===== src/rtl/stat_irq_pkg.sv =====
package stat_irq_pkg;
  // default source counts: level-watched flags and one-cycle event strobes
  localparam int unsigned DEF_NUM_LVL = 5;
  localparam int unsigned DEF_NUM_EVT = 2;

  // position of the strobe sources after the level sources
  function automatic int unsigned evt_pos(input int unsigned num_lvl,
                                          input int unsigned k);
    return num_lvl + k;
  endfunction
endpackage


===== src/rtl/lvl_change_det.sv =====
module lvl_change_det #(
  parameter int unsigned WIDTH = 5
) (
  input  logic             clk,
  input  logic             rst,
  input  logic [WIDTH-1:0] lvl_i,
  output logic [WIDTH-1:0] chg_o
);
  logic [WIDTH-1:0] ref_q;

  // reference loads the live level during reset too, so release is quiet
  always_ff @(posedge clk) begin
    ref_q <= lvl_i;
  end

  assign chg_o = rst ? '0 : (lvl_i ^ ref_q);

  // a level that differs from the last cycle must be flagged
  property p_toggle_flagged_r3;
    @(posedge clk) disable iff (rst)
      (lvl_i != $past(lvl_i)) |-> (chg_o != '0);
  endproperty
  assert property (p_toggle_flagged_r3);

  // steady level yields no change flag
  property p_steady_quiet_r10;
    @(posedge clk) disable iff (rst)
      (lvl_i == $past(lvl_i)) |-> (chg_o == '0);
  endproperty
  assert property (p_steady_quiet_r10);
endmodule


===== src/rtl/src_latch.sv =====
module src_latch (
  input  logic clk,
  input  logic rst,
  input  logic evt_i,
  input  logic wr_i,
  input  logic wbit_i,
  output logic pend_o,
  output logic pend_nxt_o,
  output logic live_nxt_o
);
  logic mask_q;
  logic mask_d;
  logic pend_q;
  logic pend_d;

  always_comb begin
    mask_d = mask_q;
    pend_d = pend_q;
    if (wr_i) begin
      mask_d = wbit_i;
    end
    if (wr_i && wbit_i) begin
      pend_d = 1'b0;
    end else if (evt_i && !mask_q) begin
      pend_d = 1'b1;
    end
  end

  always_ff @(posedge clk) begin
    if (rst) begin
      mask_q <= 1'b0;
      pend_q <= 1'b0;
    end else begin
      mask_q <= mask_d;
      pend_q <= pend_d;
    end
  end

  assign pend_o     = pend_q;
  assign pend_nxt_o = rst ? 1'b0 : pend_d;
  assign live_nxt_o = rst ? 1'b1 : !mask_d;

  // clear beats a same-cycle event
  property p_clear_wins_r11;
    @(posedge clk) disable iff (rst)
      (wr_i && wbit_i) |=> !pend_q;
  endproperty
  assert property (p_clear_wins_r11);

  // a masked source never becomes pending
  property p_masked_quiet_r6;
    @(posedge clk) disable iff (rst)
      (mask_q && !wr_i) |=> !pend_q;
  endproperty
  assert property (p_masked_quiet_r6);

  // pending holds until cleared
  property p_sticky_r8;
    @(posedge clk) disable iff (rst)
      (pend_q && !(wr_i && wbit_i)) |=> pend_q;
  endproperty
  assert property (p_sticky_r8);

  // an unmasked event without clear sets the bit
  property p_event_sets_r2;
    @(posedge clk) disable iff (rst)
      (evt_i && !mask_q && !wr_i) |=> pend_q;
  endproperty
  assert property (p_event_sets_r2);
endmodule


===== src/rtl/irq_drive.sv =====
module irq_drive #(
  parameter int unsigned NUM_SRC = 7
) (
  input  logic               clk,
  input  logic               rst,
  input  logic [NUM_SRC-1:0] pend_nxt_i,
  input  logic [NUM_SRC-1:0] live_nxt_i,
  output logic               pull_o
);
  logic pull_q;

  always_ff @(posedge clk) begin
    if (rst) begin
      pull_q <= 1'b0;
    end else begin
      pull_q <= |(pend_nxt_i & live_nxt_i);
    end
  end

  assign pull_o = pull_q;
endmodule


===== src/rtl/stat_irq_ctrl.sv =====
module stat_irq_ctrl
  import stat_irq_pkg::*;
#(
  parameter int unsigned NUM_LVL = DEF_NUM_LVL,
  parameter int unsigned NUM_EVT = DEF_NUM_EVT,
  localparam int unsigned NUM_SRC = NUM_LVL + NUM_EVT
) (
  input  logic               clk,
  input  logic               rst,
  input  logic [NUM_LVL-1:0] stat_lvl_i,
  input  logic               ovf_stb_i,
  input  logic               unf_stb_i,
  input  logic               host_wr_i,
  input  logic [NUM_SRC-1:0] host_wdata_i,
  output logic [NUM_SRC-1:0] psr_o,
  output logic               irq_pull_o
);
  logic [NUM_LVL-1:0] lvl_chg;
  logic [NUM_SRC-1:0] src_evt;
  logic [NUM_SRC-1:0] pend;
  logic [NUM_SRC-1:0] pend_nxt;
  logic [NUM_SRC-1:0] live_nxt;
  logic [1:0]         strobes;

  lvl_change_det #(.WIDTH(NUM_LVL)) u_chg (
    .clk   (clk),
    .rst   (rst),
    .lvl_i (stat_lvl_i),
    .chg_o (lvl_chg)
  );

  assign strobes = {unf_stb_i, ovf_stb_i};

  // strobe sources sit above the level sources, overflow first
  always_comb begin
    src_evt = '0;
    src_evt[NUM_LVL-1:0] = lvl_chg;
    for (int unsigned k = 0; k < NUM_EVT; k++) begin
      if (k < 2) begin
        src_evt[evt_pos(NUM_LVL, k)] = strobes[k];
      end
    end
  end

  for (genvar g = 0; g < NUM_SRC; g++) begin : g_src
    src_latch u_lat (
      .clk        (clk),
      .rst        (rst),
      .evt_i      (src_evt[g]),
      .wr_i       (host_wr_i),
      .wbit_i     (host_wdata_i[g]),
      .pend_o     (pend[g]),
      .pend_nxt_o (pend_nxt[g]),
      .live_nxt_o (live_nxt[g])
    );
  end

  irq_drive #(.NUM_SRC(NUM_SRC)) u_drv (
    .clk        (clk),
    .rst        (rst),
    .pend_nxt_i (pend_nxt),
    .live_nxt_i (live_nxt),
    .pull_o     (irq_pull_o)
  );

  assign psr_o = pend;

  // line pulled low exactly while something is pending
  property p_irq_tracks_psr_r9;
    @(posedge clk) disable iff (rst)
      irq_pull_o == (psr_o != '0);
  endproperty
  assert property (p_irq_tracks_psr_r9);

  // reset leaves the block idle
  property p_reset_idle_r1;
    @(posedge clk) rst |=> (psr_o == '0) && !irq_pull_o;
  endproperty
  assert property (p_reset_idle_r1);
endmodule


===== config.mk =====
export PLATFORM = sky130hd
export DESIGN_NAME = stat_irq_ctrl
export DESIGN_NICKNAME = d
export VERILOG_FILES = /design/src/rtl/stat_irq_pkg.sv /design/src/rtl/lvl_change_det.sv /design/src/rtl/src_latch.sv /design/src/rtl/irq_drive.sv /design/src/rtl/stat_irq_ctrl.sv
export SDC_FILE = /design/constraint.sdc
export NUM_CORES = 1
export LEC_CHECK = 0
export BUFFER_PORTS_ARGS = -buffer_cell sky130_fd_sc_hd__buf_2
export CAP_MARGIN = 20
export CORE_ASPECT_RATIO = 1.2
export CORE_MARGIN = 2
export CORE_UTILIZATION = 45
export DETAILED_ROUTE_END_ITERATION = 10
export GPL_TIMING_DRIVEN = 0
export PLACE_DENSITY_LB_ADDON = 0.12
export RECOVER_POWER = 50
export SETUP_SLACK_MARGIN = 0.5
export SLEW_MARGIN = 20
export SYNTH_ARGS = -nofsm -noshare
export SYNTH_HDL_FRONTEND = slang
export SYNTH_SLANG_ARGS = --single-unit

===== constraint.sdc =====
create_clock -name clk -period 1.2 [get_ports clk]
set_clock_uncertainty 0.15 [all_clocks]
set_input_delay 0.24 -clock clk [delete_from_list [all_inputs] [get_ports clk]]
set_output_delay 0.24 -clock clk [all_outputs]
set_load 0.01 [all_outputs]

==> results.md <==
* Synth warn at 0
* DR WL/cell at roughly 13 µm
* Dpl hpwl at between 1000 and 1500 µm
* Initial core utilization at between 40% and 50%
* F_max at between 700 and 800 MHz
* Clock Sinks at 20
* Initial antenna violation count at 0
* Crit path DAT at around 1.3 ns
* Mapped Nets at 110
* Num CTS Buffers at 3
* Clock-pin transition on the worst setup and hold timing paths at around 0.11 ns
* Io pins at 25
* CTS root buf: clkbuf_4
* Hold Slack at -0.05273 ns
* Failing checks: hold timing, setup timing
* Lkg Pwr at just over 0.6 nW
* Number of remaining DRC errors at 0
* Fill count at roughly 140
* Tcrit/Tclk final at 105.8%
* Switch Pwr at around 0.00040 W
* Post-Syn Instances at 93
* CP startpoint kind: flop
* Fin. max-slew vios at 0
* Pwr dens at about 1100 mW/mm²
* Largest net degree at the start of global routing at 11
* Max FO, Critical Path at 2
* Mean Syn Cell Area at a little under 10 µm²
* CORE AREA at between 0.0015 and 0.002 mm²
* Worst-case clock buffer depth at 2
* Final Net Count at about 150
* First DRT Iteration DRCs at 8
* Placed cell count at approximately 140
* Commonest non-fill, non-tap cells in the layout: nor2_1 (19), buf_6 (17), dfxtp_2 (14)
* Clock share of power at between 20% and 30%
* Max-cap viol count at 0
* Commonest non-fill, non-tap cell in the layout: nor2_1
* Area Growth Syn to Fin at 57.54%
* Setup crit end kind: flop
* Switching share of power at 26.99%
* Status: complete, but fails checks
* Sum Neg Setup Slack at -0.3383 ns
* Clock Latency Late Sink at between 0.2 and 0.3 ns
* Final hold violations at 7
* IR drop worst, VDD at between 0.0007 and 0.0008 V
* Unrepaired setup endpoints after global routing: true
* GRT Residual Overflow at 0
* ANT cells at 0
* Share of layout cells above drive strength 1 at between 50% and 60%
* Slew margin rel. at 81.29%
* Chip Height at around 53 µm
* Gpl congestion at ~0.74
* Router iterations before antenna repair at 4
* Total track usage at 18.62%
* Type of the most critical hold path: in2reg
* Req. time, crit path at between 1 and 1.5 ns
* Seq cells post-synth at 20
* Vias in the first global route at roughly 770
* H-tree Lvls at 1
* Count of unique library cells instantiated by Yosys at 23
* Die width at around 45 µm
* Final setup margin at -0.06950 ns
* Area of the multi-input gates at 503.0 µm²
* Num rows at 17
* Flop pwr share at between 50% and 60%
* Endpoints failing setup at 8
* Register area at approximately 420 µm²
* Global-route wire length before repair at 3201 µm
* Total power draw at 0.001489 W
* Post-route antenna net violation count at 0
* Final WL at 1980 µm
* Seq/Total Area, Yosys at ~45%
* Combinational Power Share at ~29%
* Die area at ~0.0024 mm²
* CP Class: reg2reg
* PortBufs at 23
* Vias per cell at about 5.4
* Internal power at 0.001087 W
* Layout Cells excl Fill at around 150
* Mapped Area at 895.9 µm²
* Via count at around 790
* Final worst path period need at about 1.3 ns
* TritonCTS clock tree: built
* Least-Margin Pin Slew at ~0.28 ns
-- registers in the layout, summed over array words and instances (netlist names) --
signal / flops
u_chg.ref_q: 5
g_src.u_lat.pend_o: 7
g_src.u_lat.mask_q: 7
u_drv.pull_o: 1
-- kinds of logic (layout without fill, tap and decap cells) --
kind of cell / after synthesis / in the layout / share of synthesized area [%]
AO/OA/AOI/OAI: 20 / 20 / 19.00
XOR/XNOR: 5 / 5 / 4.888
buffers and inverters: 14 / 50 / 10.19
flip-flops: 20 / 20 / 44.69
multiplexers: 7 / 7 / 7.822
AND/OR/NAND/NOR: 27 / 27 / 13.41
-- cells in the mapped netlist (all sizes together) --
| library cell | n | area (µm²) |
|---|---|---|
| a211oi | 6 | 45.04 |
| a21boi | 2 | 15.02 |
| a21o | 1 | 7.510 |
| a21oi | 4 | 20.02 |
| a221oi | 4 | 53.80 |
| a22oi | 1 | 7.510 |
| a41oi | 1 | 16.27 |
| buf | 10 | 76.32 |
| clkbuf | 1 | 3.750 |
| dfxtp | 20 | 400.4 |
| inv | 3 | 11.26 |
| mux2i | 7 | 70.07 |
| nand2 | 4 | 22.52 |
| nand2b | 3 | 18.77 |
| nor2 | 19 | 71.32 |
| o21ai | 1 | 5.000 |
| or2b | 1 | 7.510 |
| xnor2 | 5 | 43.79 |
-- worst max-delay path, cell delays in order (launching register included) --
cell	delay, ns
dfxtp_2	0.34
xnor2_2	0.13
or2b_1	0.25
a22oi_2	0.18
a41oi_2	0.11
-- power groups by stage --
| stage | registers (W) | logic [W] | clock network (W) |
|---|---|---|---|
| finish | 0.000754 | 0.000428 | 0.000307 |
| global route | 0.000761 | 0.000463 | 0.000344 |
| CTS | 0.000752 | 0.000365 | 0.000319 |
| detailed placement | 0.000768 | 0.000298 | 0 |
| global placement | 0.000766 | 0.000294 | 0 |
| floorplan | 0.000763 | 0.000215 | 0 |
-- area by class of cell --
cell class | count | share of cell area (%)
plain buffers | 11 | 10.20
clock buffers | 3 | 1.596
inverters | 3 | 0.7979
multi-input cells | 59 | 35.64
flip-flops and latches | 20 | 29.88
well taps | 19 | 1.684
repair buffers | 33 | 20.21
-- what timing repair did --
item,4_1_cts,5_1_grt
gates cloned,0,2
pin swaps,1,8
setup buffers,4,4
endpoints found under the hold margin,10,8
resized for setup,23,15
setup endpoints to repair,23,23
-- final timing paths --
check / slack [ns] / cells past startpoint / startpoint / to
worst min-delay path: -0.05 / 1 / stat_lvl_i[4] / u_chg.ref_q[4]
worst max register to register: -0.07 / 4 / u_chg.ref_q[0] / u_drv.pull_o
worst min register to register: 0.37 / 2 / g_src[3].u_lat.mask_q / g_src[3].u_lat.mask_q
worst max-delay path: -0.07 / 4 / u_chg.ref_q[0] / u_drv.pull_o
-- per-stage QoR --
step	util [%]	area, µm²	setup slack (ns)
CTS	68.83	1274	-0.06881
floorplan	-	987.2	-0.01548
finish	76.27	1411	-0.06950
global route	76.27	1411	-0.1121
global placement	60.85	1126	-0.1748
detailed placement	60.85	1126	-0.1864
-- routing by layer --
layer | up-vias | GRT usage [%] | routed length (µm)
met1 | 377 | 21.20 | 819
met5 | - | 0 | 0
met3 | 4 | 2.048 | 86
met4 | 0 | 7.576 | 15
li1 | 390 | - | -
met2 | 23 | 34.30 | 1058
Power figures use the tool's default switching activity.
